## src/rtl/nseq_pkg.sv

```systemverilog
`timescale 1ns/1ps
package nseq_pkg;

  typedef enum logic [1:0] {
    SZ_BYTE = 2'd0,
    SZ_WORD = 2'd1,
    SZ_LONG = 2'd2,
    SZ_LINE = 2'd3
  } acc_size_e;

  typedef enum logic [1:0] {
    ST_IDLE = 2'd0,
    ST_XFER = 2'd1,
    ST_GAP  = 2'd2
  } seq_state_e;

  localparam int unsigned MAX_PIECES = 16;
  localparam int unsigned CNT_W      = $clog2(MAX_PIECES);

  // bytes moved by one narrow transfer
  function automatic logic [1:0] lane_bytes(acc_size_e sz, logic wide);
    return (sz != SZ_BYTE && wide) ? 2'd2 : 2'd1;
  endfunction

  // transfers per longword (or per shorter access)
  function automatic logic [2:0] unit_pieces(acc_size_e sz, logic wide);
    case (sz)
      SZ_BYTE: return 3'd1;
      SZ_WORD: return wide ? 3'd1 : 3'd2;
      default: return wide ? 3'd2 : 3'd4;
    endcase
  endfunction

  // transfers in the whole request
  function automatic logic [4:0] total_pieces(acc_size_e sz, logic wide);
    case (sz)
      SZ_BYTE: return 5'd1;
      SZ_WORD: return wide ? 5'd1 : 5'd2;
      SZ_LONG: return wide ? 5'd2 : 5'd4;
      default: return wide ? 5'd8 : 5'd16;
    endcase
  endfunction

  // position of a piece inside its longword
  function automatic logic [1:0] unit_index(logic [CNT_W-1:0] cnt, logic [2:0] unit);
    return cnt[1:0] & 2'(unit - 3'd1);
  endfunction

  // bit shift of a piece in right-justified data; first piece is most significant
  function automatic logic [4:0] lane_shift(logic [2:0] unit, logic [1:0] j, logic [1:0] bpp);
    logic [2:0] rem;
    logic [2:0] by;
    rem = unit - 3'd1 - {1'b0, j};
    by  = (bpp == 2'd2) ? {rem[1:0], 1'b0} : rem;
    return {by[1:0], 3'b000};
  endfunction

endpackage

```

## src/rtl/nseq_lane.sv

```systemverilog
`timescale 1ns/1ps
module nseq_lane
  import nseq_pkg::*;
(
  input  acc_size_e          size,
  input  logic               wide,
  input  logic               addr_lsb,
  input  logic [CNT_W-1:0]   cnt,
  input  logic [31:0]        wdata,
  input  logic [15:0]        s_rdata,
  output logic [15:0]        lane_wdata,
  output logic               uds,
  output logic               lds,
  output logic [31:0]        rd_place,
  output logic               unit_first,
  output logic               unit_last
);

  logic [2:0]  unit;
  logic [1:0]  bpp;
  logic [1:0]  j;
  logic [4:0]  sh;
  logic [31:0] wshift;
  logic [15:0] rchunk;

  always_comb begin
    unit   = unit_pieces(size, wide);
    bpp    = lane_bytes(size, wide);
    j      = unit_index(cnt, unit);
    sh     = lane_shift(unit, j, bpp);
    wshift = wdata >> sh;
    lane_wdata = (bpp == 2'd2) ? wshift[15:0] : {wshift[7:0], wshift[7:0]};

    if (bpp == 2'd2)      rchunk = s_rdata;
    else if (wide)        rchunk = addr_lsb ? {8'h00, s_rdata[7:0]} : {8'h00, s_rdata[15:8]};
    else                  rchunk = {8'h00, s_rdata[7:0]};
    rd_place = {16'h0000, rchunk} << sh;

    if (!wide) begin
      uds = 1'b0;
      lds = 1'b1;
    end else if (size == SZ_BYTE) begin
      uds = ~addr_lsb;
      lds = addr_lsb;
    end else begin
      uds = 1'b1;
      lds = 1'b1;
    end

    unit_first = (j == 2'd0);
    unit_last  = ({1'b0, j} == unit - 3'd1);
  end

endmodule

```

## src/rtl/nseq_assemble.sv

```systemverilog
`timescale 1ns/1ps
module nseq_assemble #(
  parameter int unsigned DW = 32
) (
  input  logic          clk,
  input  logic          rst_n,
  input  logic          capture,
  input  logic          unit_first,
  input  logic          unit_last,
  input  logic [DW-1:0] rd_place,
  output logic [DW-1:0] rdata,
  output logic          rvalid
);

  logic [DW-1:0] hold_q;
  logic [DW-1:0] next_hold;

  assign next_hold = (unit_first ? '0 : hold_q) | rd_place;

  always_ff @(posedge clk or negedge rst_n) begin
    if (!rst_n) begin
      hold_q <= '0;
      rdata  <= '0;
      rvalid <= 1'b0;
    end else begin
      rvalid <= capture && unit_last;
      if (capture) hold_q <= next_hold;
      if (capture && unit_last) rdata <= next_hold;
    end
  end


  rvalid_pulse_chk: assert property (@(posedge clk) disable iff (!rst_n)
    rvalid |=> !rvalid);

endmodule

```

## src/rtl/narrow_bus_sequencer.sv

```systemverilog
`timescale 1ns/1ps
module narrow_bus_sequencer
  import nseq_pkg::*;
#(
  parameter int unsigned ADDR_W = 32
) (
  input  logic              clk,
  input  logic              rst_n,
  input  logic              mode_16,
  input  logic              m_req,
  input  logic              m_we,
  input  logic [1:0]        m_size,
  input  logic [ADDR_W-1:0] m_addr,
  input  logic [31:0]       m_wdata,
  output logic [31:0]       m_rdata,
  output logic              m_rvalid,
  output logic              m_done,
  output logic              s_req,
  output logic              s_we,
  output logic [ADDR_W-1:0] s_addr,
  output logic              s_uds,
  output logic              s_lds,
  output logic [15:0]       s_wdata,
  input  logic [15:0]       s_rdata,
  input  logic              s_ack
);

  seq_state_e        state_q;
  logic [CNT_W-1:0]  cnt_q;
  logic [ADDR_W-1:0] base_q;
  acc_size_e         size_q;
  logic              we_q;
  logic              wide_q;
  logic [31:0]       wdata_q;
  logic              done_q;

  // named events for checks
  logic              accept;
  logic              piece_ack;
  logic              last_piece;
  logic [4:0]        total;
  logic [ADDR_W-1:0] piece_off;
  logic              lane_uds, lane_lds;
  logic [31:0]       rd_place;
  logic              unit_first, unit_last;

  assign accept     = (state_q == ST_IDLE) && m_req;
  assign total      = total_pieces(size_q, wide_q);
  assign last_piece = ({1'b0, cnt_q} == total - 5'd1);
  assign piece_ack  = (state_q == ST_XFER) && s_ack;
  assign piece_off  = (lane_bytes(size_q, wide_q) == 2'd2) ? ADDR_W'({cnt_q, 1'b0})
                                                           : ADDR_W'(cnt_q);

  always_ff @(posedge clk or negedge rst_n) begin
    if (!rst_n) begin
      state_q <= ST_IDLE;
      cnt_q   <= '0;
      base_q  <= '0;
      size_q  <= SZ_BYTE;
      we_q    <= 1'b0;
      wide_q  <= 1'b0;
      wdata_q <= '0;
      done_q  <= 1'b0;
    end else begin
      done_q <= piece_ack && last_piece;
      case (state_q)
        ST_IDLE: if (accept) begin
          base_q  <= m_addr;
          size_q  <= acc_size_e'(m_size);
          we_q    <= m_we && (acc_size_e'(m_size) != SZ_LINE);
          wide_q  <= mode_16;
          wdata_q <= m_wdata;
          cnt_q   <= '0;
          state_q <= ST_XFER;
        end
        ST_XFER: if (s_ack) begin
          if (last_piece) state_q <= ST_IDLE;
          else begin
            cnt_q   <= cnt_q + 1'b1;
            state_q <= ST_GAP;
          end
        end
        ST_GAP:  state_q <= ST_XFER;
        default: state_q <= ST_IDLE;
      endcase
    end
  end

  nseq_lane u_lane (
    .size       (size_q),
    .wide       (wide_q),
    .addr_lsb   (s_addr[0]),
    .cnt        (cnt_q),
    .wdata      (wdata_q),
    .s_rdata    (s_rdata),
    .lane_wdata (s_wdata),
    .uds        (lane_uds),
    .lds        (lane_lds),
    .rd_place   (rd_place),
    .unit_first (unit_first),
    .unit_last  (unit_last)
  );

  nseq_assemble #(.DW(32)) u_asm (
    .clk        (clk),
    .rst_n      (rst_n),
    .capture    (piece_ack && !we_q),
    .unit_first (unit_first),
    .unit_last  (unit_last),
    .rd_place   (rd_place),
    .rdata      (m_rdata),
    .rvalid     (m_rvalid)
  );

  assign s_req  = (state_q == ST_XFER);
  assign s_we   = we_q;
  assign s_addr = base_q + piece_off;
  assign s_uds  = s_req && lane_uds;
  assign s_lds  = s_req && lane_lds;
  assign m_done = done_q;


  req_hold_chk: assert property (@(posedge clk) disable iff (!rst_n)
    s_req && !s_ack |=> s_req && $stable(s_addr) && $stable(s_uds) && $stable(s_lds));


  ack_gap_chk: assert property (@(posedge clk) disable iff (!rst_n)
    s_req && s_ack |=> !s_req);


  done_after_ack_chk: assert property (@(posedge clk) disable iff (!rst_n)
    m_done |-> $past(s_req && s_ack));


  narrow_lane_chk: assert property (@(posedge clk) disable iff (!rst_n)
    s_req && !wide_q |-> s_lds && !s_uds);


  byte_strobe_chk: assert property (@(posedge clk) disable iff (!rst_n)
    s_req && wide_q && size_q == SZ_BYTE |-> $countones({s_uds, s_lds}) == 1);


  line_read_chk: assert property (@(posedge clk) disable iff (!rst_n)
    s_req && size_q == SZ_LINE |-> !s_we);


  piece_bound_chk: assert property (@(posedge clk) disable iff (!rst_n)
    s_req |-> {1'b0, cnt_q} < total);


  busy_hold_chk: assert property (@(posedge clk) disable iff (!rst_n)
    state_q != ST_IDLE && m_req |=> $stable(base_q) && $stable(size_q));

endmodule

```

## config.mk

```make
export PLATFORM = sky130hd
export DESIGN_NAME = narrow_bus_sequencer
export DESIGN_NICKNAME = d
export VERILOG_FILES = /design/src/rtl/nseq_pkg.sv /design/src/rtl/nseq_lane.sv /design/src/rtl/nseq_assemble.sv /design/src/rtl/narrow_bus_sequencer.sv
export SDC_FILE = /design/constraint.sdc
export NUM_CORES = 1
export LEC_CHECK = 0
export BUFFER_PORTS_ARGS = -buffer_cell sky130_fd_sc_hd__buf_2
export CORE_MARGIN = 4
export CORE_UTILIZATION = 45
export DETAILED_ROUTE_END_ITERATION = 10
export PLACE_DENSITY_LB_ADDON = 0.3
export SLEW_MARGIN = 20
export SYNTH_ARGS = -nofsm -noshare
export SYNTH_HDL_FRONTEND = slang
export SYNTH_SLANG_ARGS = --single-unit
```

## constraint.sdc

```tcl
create_clock -name clk -period 4.7 [get_ports clk]
set_clock_uncertainty 0.2 [all_clocks]
set_input_delay 0.94 -clock clk [delete_from_list [all_inputs] [get_ports clk]]
set_output_delay 0.94 -clock clk [all_outputs]
set_load 0.005 [all_outputs]
```

### After elaboration in Yosys (flattened, before gate mapping)

Index checks and enable logic that the tools add are counted.

* logic and storage cells: 77
* output and inout bits: 86
* register bits after elaboration: 140

* reductions and logical operators: 18
* shift-type cells: 2
* bitwise operators: 3
* mux-type cells: 27
* add/sub/neg operators: 5
* equal/unequal tests: 11

Operators by type and width (number)
* 16-bit two-way mux: 3
* 32-bit by 5-bit adder with 32-bit output: 1
* 32-bit two-way mux: 1
* 32-bit OR: 1
* 16-bit by 5-bit << shifter with 32-bit output: 1
* 32-bit by 5-bit >> shifter with 16-bit output: 1
* 5-bit one-hot mux with 3 select lines: 1
* 2-bit two-way mux: 7
* 4-bit two-way mux: 3
* 5-bit two-way mux: 2
* 1-bit logical AND: 9
* 8-bit two-way mux: 1
* 4-bit one-hot mux with 2 select lines: 1
* 2-bit == test, second input constant: 3
* 2-bit logical NOT: 3
* 3-bit two-way mux: 2
* 2-bit inequality test, second input constant: 3
* 2-bit one-hot mux with 3 select lines: 1
* 3-bit one-hot mux with 2 select lines: 1
* 4-bit by 5-bit == test with 1-bit output: 1
* 5-bit by 1-bit subtractor with 5-bit output, second input constant: 1
* 4-bit by 1-bit adder with 4-bit output, second input constant: 1
* 2-bit by 1-bit == test with 1-bit output, second input constant: 2
* 1-bit two-way mux: 4
* other kinds (10): 12

### Depth between registers and ports, before layout

Gate-level depths: netlist (run 1).

* depth in word-level cells: 11
* gate-level depth with buffers: 14
* mapped depth without buffers: 11

### By module

A second synthesis (run 1) with hierarchy kept.

* cell total of the unflattened synthesis: 844
* area, all modules: 7808.7 µm²

By module, submodules not included
* narrow_bus_sequencer: cells an instance 456, instances 1, area an instance 3799.9 µm²
* nseq_assemble: cells an instance 248, instances 1, area an instance 2997.9 µm²
* nseq_lane: cells an instance 140, instances 1, area an instance 1011.0 µm²

### Worst setup path after synthesis (run 1)

OpenSTA, ideal clock, no wires.

* path kind: flip-flop to output port
* start: register wide_q
* end: output port s_addr[8]
* stages on the path, launching flop included: 15
* slack: 0.767 ns
* data required time: 3.560 ns
* arrival time: 2.793 ns
* path through: dfrtp_1 buf_4 clkbuf_1 nor2b_1 clkbuf_1 nor2_1 ha_1 inv_1 fa_1 nor2b_1 o31a_1 or2_2 clkbuf_1 nand4_1 xnor2_1

* word-level cells in the longest chain between the ends: 5

RTL lines
* start, declared: line narrow_bus_sequencer.sv:33 `logic wide_q;`
* start signal, assigned: line narrow_bus_sequencer.sv:71 `wide_q <= mode_16;`
* 1-bit logical AND: line nseq_pkg.sv:22 `return (sz != SZ_BYTE && wide) ? 2'd2 : 2'd1;`
* 2-bit two-way mux: line nseq_pkg.sv:22
* 2-bit == test: line narrow_bus_sequencer.sv:51 `assign piece_off = (lane_bytes(size_q, wide_q) == 2'd2) ? ADDR_W'({cnt_q, 1'b0})`
* 5-bit two-way mux: line narrow_bus_sequencer.sv:51
* 32-bit by 5-bit adder with 32-bit output: line narrow_bus_sequencer.sv:117 `assign s_addr = base_q + piece_off;`
* end, declared: line narrow_bus_sequencer.sv:20 `output logic [ADDR_W-1:0] s_addr,`

Every way passes these cells.

### Worst setup path after layout (run 1)

* start: register wide_q
* end: output port s_wdata[12]

* word-level cells in the longest chain between the ends: 8
* elaborated cells between the ends (all ways): 12
* classes of those cells: add/sub: 2; eq/ne: 1; shift: 1; mux: 6; bitwise: 1; reduce/logical: 1

RTL lines
* 2-bit two-way mux / 3-bit two-way mux (equally long branches): line nseq_pkg.sv:29, nseq_pkg.sv:30
* 3-bit one-hot mux with 2 select lines: line nseq_pkg.sv:27 `case (sz)`
* 3-bit by 1-bit subtractor with 3-bit output: line nseq_pkg.sv:46, nseq_pkg.sv:53
* 2-bit AND: line nseq_pkg.sv:46 `return cnt[1:0] & 2'(unit - 3'd1);`
* 2-bit subtractor: line nseq_pkg.sv:53 `rem = unit - 3'd1 - {1'b0, j};`
* 2-bit two-way mux: line nseq_pkg.sv:54 `by = (bpp == 2'd2) ? {rem[1:0], 1'b0} : rem;`
* 32-bit by 5-bit >> shifter with 16-bit output: line nseq_lane.sv:31 `wshift = wdata >> sh;`
* 16-bit two-way mux (*): line nseq_lane.sv:32 `lane_wdata = (bpp == 2'd2) ? wshift[15:0] : {wshift[7:0], wshift[7:0]};`
* end, declared: line narrow_bus_sequencer.sv:23 `output logic [15:0] s_wdata,`

Mark *: on every way between the ends. The rest lies on a longest branch, timed or not.

==> flow_summary.ini, run 1 <==
[floorplan]
die_width_um = 136
die_y_um = 136
boundaryPins = 174
rows = 46
fp.coreArea_um2 = 16000
start_util = 0.462
die_area_um2 = 18500

[drt]
drtIter0Drc = 339
via_per_inst = 5.19
first_pass_iters = 5
wl_per_cell_um = 16.0
drc_errors = 0
antenna_left = 0
vias = 5923
wl_um = 18300

[sta]
tightest_slew_ns = 0.829
setup_viol = 0
fin_crit_ns = 4.39
max_slew_margin = 0.448
post-route-period-util = 0.933
hold_violations = 0
fin_hold_ws_ns = 0.274
fin_setup_tns_ns = 0
rsz0062_at_grt = false
timing.fmax_mhz = 228
finalMaxSlewViolations = 0

[yosys]
synth_top_flop_cell = dfrtp_1
syn_avg_cell_area_um2 = 9.77
synth_compound_area_frac = 0.144
yosys.area_share.simple = 0.184
muxShareOfSynthArea = 0.100
ys_seq_area_frac = 0.474
ys_top_cells_by_count = nand2_1, dfrtp_1, nor2_1
yosysMostFrequentCell = nand2_1
synth_adder_area_share = 0.0163
synth_cells = 756
ys_top_cells_by_area = dfrtp_1, nand2_1, mux2_4, o2bb2ai_1, mux2i_1
synth-async-reset-ratio = 1.00
yosysTopAreaCellShare = 0.474
synth-edff-count = 0
synth_xor_area_frac = 0.0379
ys_warn_count = 0
synth_cell_types = 67
synth_largest_area_cell = dfrtp_1
synthesis.nets = 853
syn_area_um2 = 7390
ys_ff_latch = 140
synth_top_family_by_area = simple AND/OR/NAND/NOR gates

[flow_run]
drv_cap = 0

[layout]
final_cells = 1142
nFillCells = 1502
area_delta_synth_final_pct = 21.7
layout-drive-gt1-share = 0.303
seqCellArea_um2 = 3500
nets = 1010
postLayoutCellArea_um2 = 8990
antenna_cells = 0
multi_input_area_um2 = 3590

[critical_path]
endpoint_kind = output port
worst-setup-path-type = flip-flop to output port
worst_ep_required_time_ns = 3.56
critPathArrivalTime_ns = 3.25
startpoint_type = flip-flop
crit_fanout = 24

[clocking]
clk_latency_ns = 0.42
h-tree-depth = 4
cts-root-buf = clkbuf_16
post-cts-setup-buffers = 0
clock_sinks = 140
cts_buffers = 17
cts_buffer_depth = 2
cts_tree = yes
cts.clk_slew.worst_paths_ns = 0.06

[placement]
portBuffers = 173
gp_congestion = 0.822
dp.cells = 1110
dp_hpwl_um = 13000
placed_area_um2 = 8400

[power]
p_per_area_nw_per_um2 = 770
clkPwrFrac = 0.193
power.share.combinational = 0.499
switching_share = 0.418
power_frac_seq = 0.308
p_switching_mw = 2.90
intPower_mw = 4.03
irDropWorstVdd_mv = 0.401
p_total_mw = 6.92
cellLeakagePower_nw = 4.60

[global_routing]
gr-total-overflow = 0
grt_first_pass_wirelength_um = 30100
grt_pass1_vias = 5853
antenna_found_initial = 0
grt_max_degree = 94
grt_util_all_layers = 0.204

[run_status]
status = finished, final reports clean

[min_path]
worstHoldPathType = flip-flop to flip-flop
==> sequential cells by signal, summed over array words and instances (netlist names) <==
name	count
state_q	2
u_asm.hold_q	32
m_done	1
s_we	1
wdata_q	32
u_asm.rvalid	1
cnt_q	4
size_q	2
wide_q	1
u_asm.rdata	32
base_q	32
==> area by class of cell <==
cell class / instances / area share
Clock buffer: 18 / 0.0477
Clock inverter: 14 / 0.0177
Inverter: 20 / 0.00835
Sequential cell: 140 / 0.390
Multi-Input combinational cell: 548 / 0.399
Timing Repair Buffer: 186 / 0.108
Tap cell: 216 / 0.0301
==> critical path: stages (launching register included) <==
cell      delay (ns)
dfrtp_1         0.46
buf_4           0.26
nand2_1         0.09
o21a_1          0.11
ha_1            0.30
nor2_1          0.35
a21o_1          0.18
buf_4           0.33
mux2i_1         0.16
a221oi_1        0.37
buf_2           0.19
==> power by group through the flow <==
stage	registers (mW)	logic [mW]	clock network, mW
CTS	2.13	3.50	1.36
global placement	2.13	3.44	0
global route	2.21	3.87	1.41
finish	2.14	3.46	1.33
floorplan	2.03	2.43	0
detailed placement	2.14	3.48	0
==> what timing repair did <==
action	4_1_cts	5_1_grt
hold endpoints to repair	0	0
setup endpoints to repair	0	16
hold buffers	0	0
gates resized for setup	0	3
==> cells in the final DEF, fill, tap and decap left out, types with 10 or more instances in the layout <==
cell type	instances
nand2_1	206
xnor2_1	21
inv_1	19
clkbuf_16	17
nor2_1	34
mux2_2	13
a22oi_1	15
o2bb2ai_1	32
xor2_1	11
and2_1	11
buf_2	172
o21ai_0	12
buf_4	13
mux2_4	23
a21oi_1	19
a22o_1	10
dfrtp_1	139
mux2i_1	25
==> cells by family (layout without fill, tap and decap cells) <==
group / Yosys count / count (layout)
compound gates: 142 / 142
xor+xnor: 32 / 32
fa+ha+maj: 9 / 9
buf+inv: 68 / 238
flops: 140 / 140
mux: 61 / 61
simple gates: 304 / 304
==> path summary, 6_finish.rpt <==
| check | start | end | slack (ns) | cells past startpoint |
|---|---|---|---|---|
| setup / recovery | wide_q | s_wdata[12] | 0.31 | 10 |
| hold / removal | wdata_q[14] | wdata_q[14] | 0.27 | 2 |
| setup reg to reg | size_q[0] | u_asm.rdata[2] | 1.57 | 10 |
| hold reg to reg | wdata_q[14] | wdata_q[14] | 0.27 | 2 |
| max in group asynchronous | rst_n | wdata_q[17] | 3.02 | 2 |
| min in group asynchronous | rst_n | u_asm.hold_q[19] | 0.39 | 1 |
==> metal layers <==
metal,up-vias,global-route usage,share of wire
met2,181,0.316,0.46
met4,0,0.0610,0.014
met1,2800,0.286,0.46
li1,2922,-,-
met3,20,0.0503,0.066
met5,-,0,0
==> per-stage QoR <==
step,setup WS [ns],utilization
floorplan,0.767,-
global placement,0.690,0.525
detailed placement,0.593,0.525
CTS,0.114,0.562
global route,0.00831,0.562
finish,0.314,0.562
(Power assumes the default switching activity.)
==> run 2, diff against run 1 <==
- CTS_BUF_LIST: unset -> sky130_fd_sc_hd__clkbuf_16
==> flow_summary.ini, run 2 (synthesized netlist as in run 1, its figures left out) <==
[layout]
nFillCells = 1502
nets = 1010
layout_common_cells = nand2_1, buf_2, dfrtp_1
multi_input_area_um2 = 3590
fin_util = 0.562
antenna_cells = 0
layout-drive-gt1-share = 0.303
area_delta_synth_final_pct = 21.7
layout.cells.most_common = nand2_1
seqCellArea_um2 = 3500

[placement]
gp_congestion = 0.822
preCtsSetupSlack_ns = 0.593
dp_hpwl_um = 13000
portBuffers = 173

[sta]
tightest_slew_ns = 0.829
timing.fmax_mhz = 228
rsz0062_at_grt = false
finalMaxSlewViolations = 0
max_slew_margin = 0.447
fin_setup_tns_ns = 0
setup_viol = 0
post-route-period-util = 0.935
hold_violations = 0
fin_crit_ns = 4.39
timing.final.ws_setup_ns = 0.308

[floorplan]
die_width_um = 136
start_util = 0.462
fp.coreArea_um2 = 16000
die_y_um = 136
boundaryPins = 174
die_area_um2 = 18500
rows = 46

[drt]
via_per_inst = 5.20
wl_um = 18300
drc_errors = 0
vias = 5937
antenna_left = 0
wl_per_cell_um = 16.0
drtIter0Drc = 338
first_pass_iters = 5

[power]
switching_share = 0.419
cellLeakagePower_nw = 4.61
p_switching_mw = 2.90
power_frac_seq = 0.308
irDropWorstVdd_mv = 0.402
power.share.combinational = 0.499
intPower_mw = 4.02
p_per_area_nw_per_um2 = 770
clkPwrFrac = 0.192

[flow_run]
drv_cap = 0

[critical_path]
cp_top_family = buffers and inverters
endpoint_kind = output port
startpoint_type = flip-flop
r2r_start = size_q[0]
worst_ep_required_time_ns = 3.56
max_stage_delay_ns = 0.46
crit_fanout = 24
cpMostUsedCell = buf_4
critPathArrivalTime_ns = 3.25
critPathBufInv = 3
crit_slowest_cell = dfrtp_1
crit_chain = buf_4, nand2_1, o21a_1, ha_1, nor2_1, a21o_1, buf_4, mux2i_1, a221oi_1, buf_2
worst-setup-path-type = flip-flop to output port
crit_start = wide_q

[global_routing]
grt_max_degree = 94
grt_util_all_layers = 0.204
antenna_found_initial = 0
grt_pass1_vias = 5853
grt_first_pass_wirelength_um = 30100
gr-total-overflow = 0

[clocking]
clk_latency_ns = 0.42
cts.clk_slew.worst_paths_ns = 0.06
cts_buffer_depth = 2
ctsResizeCount = 0
cts-root-buf = clkbuf_16
h-tree-depth = 4
post-cts-setup-buffers = 0
cts_buffers = 17
cts_tree = yes
clock_sinks = 140
cts_hold_buf = 0

[min_path]
worstHoldPathType = flip-flop to flip-flop
worstHoldStart = wdata_q[14]

[run_status]
status = finished, final reports clean
-- run 2: changes by cell type in the layout (fill, tap and decap cells not counted), sizes merged --
| cell | previous run | this run |
|---|---|---|
| clkbuf | 18 | 17 |
| inv | 25 | 26 |
-- run 2: cell type report --
| cell class | instances | area share |
|---|---|---|
| tap | 216 | 0.0301 |
| sequential | 140 | 0.390 |
| timing repair buffer | 186 | 0.108 |
| clock buffer | 17 | 0.0473 |
| inverter | 20 | 0.00835 |
| clock inverter | 15 | 0.0181 |
| multi-input combinational | 548 | 0.399 |
-- run 2: power by group through the flow --
stage	registers, mW	logic, mW	clock network [mW]
final	2.13	3.45	1.33
after global routing	2.21	3.87	1.41
after CTS	2.13	3.50	1.36
after detailed placement	2.14	3.48	0
after global placement	2.13	3.44	0
after floorplan	2.03	2.43	0
-- run 2: stage by stage --
stage	cells	hold slack, ns	instance area (um2)	power [mW]
2_1_floorplan	756	0.237	7390	4.47
3_3_place_gp	1110	0.254	8400	5.57
3_5_place_dp	1110	0.260	8400	5.62
4_1_cts	1142	0.276	8990	6.99
5_1_grt	1142	0.298	8990	7.49
6_report	1142	0.274	8990	6.92
-- run 2: final timing paths --
path,endpoint,slack (ns),cells after the start
max,s_wdata[12],0.31,10
max in group asynchronous,wdata_q[17],3.02,2
min reg2reg,wdata_q[14],0.27,2
max reg2reg,u_asm.rdata[2],1.57,10
min in group asynchronous,u_asm.hold_q[19],0.39,1
min,wdata_q[14],0.27,2
-- run 2: layer usage --
layer | track usage | part of all wire
met5 | 0 | 0
met1 | 0.286 | 0.46
met4 | 0.0610 | 0.014
met2 | 0.316 | 0.46
met3 | 0.0503 | 0.068
-- run 2: worst register-to-register path: cells and delay by family (launching register included) --
family	cells	cell delay, ns
AO/OA/AOI/OAI	1	0.14
adder cells (fa/ha/maj)	1	0.32
buffers and inverters	1	0.24
flip-flops	1	0.52
multiplexers	2	0.72
AND/OR/NAND/NOR	5	0.86
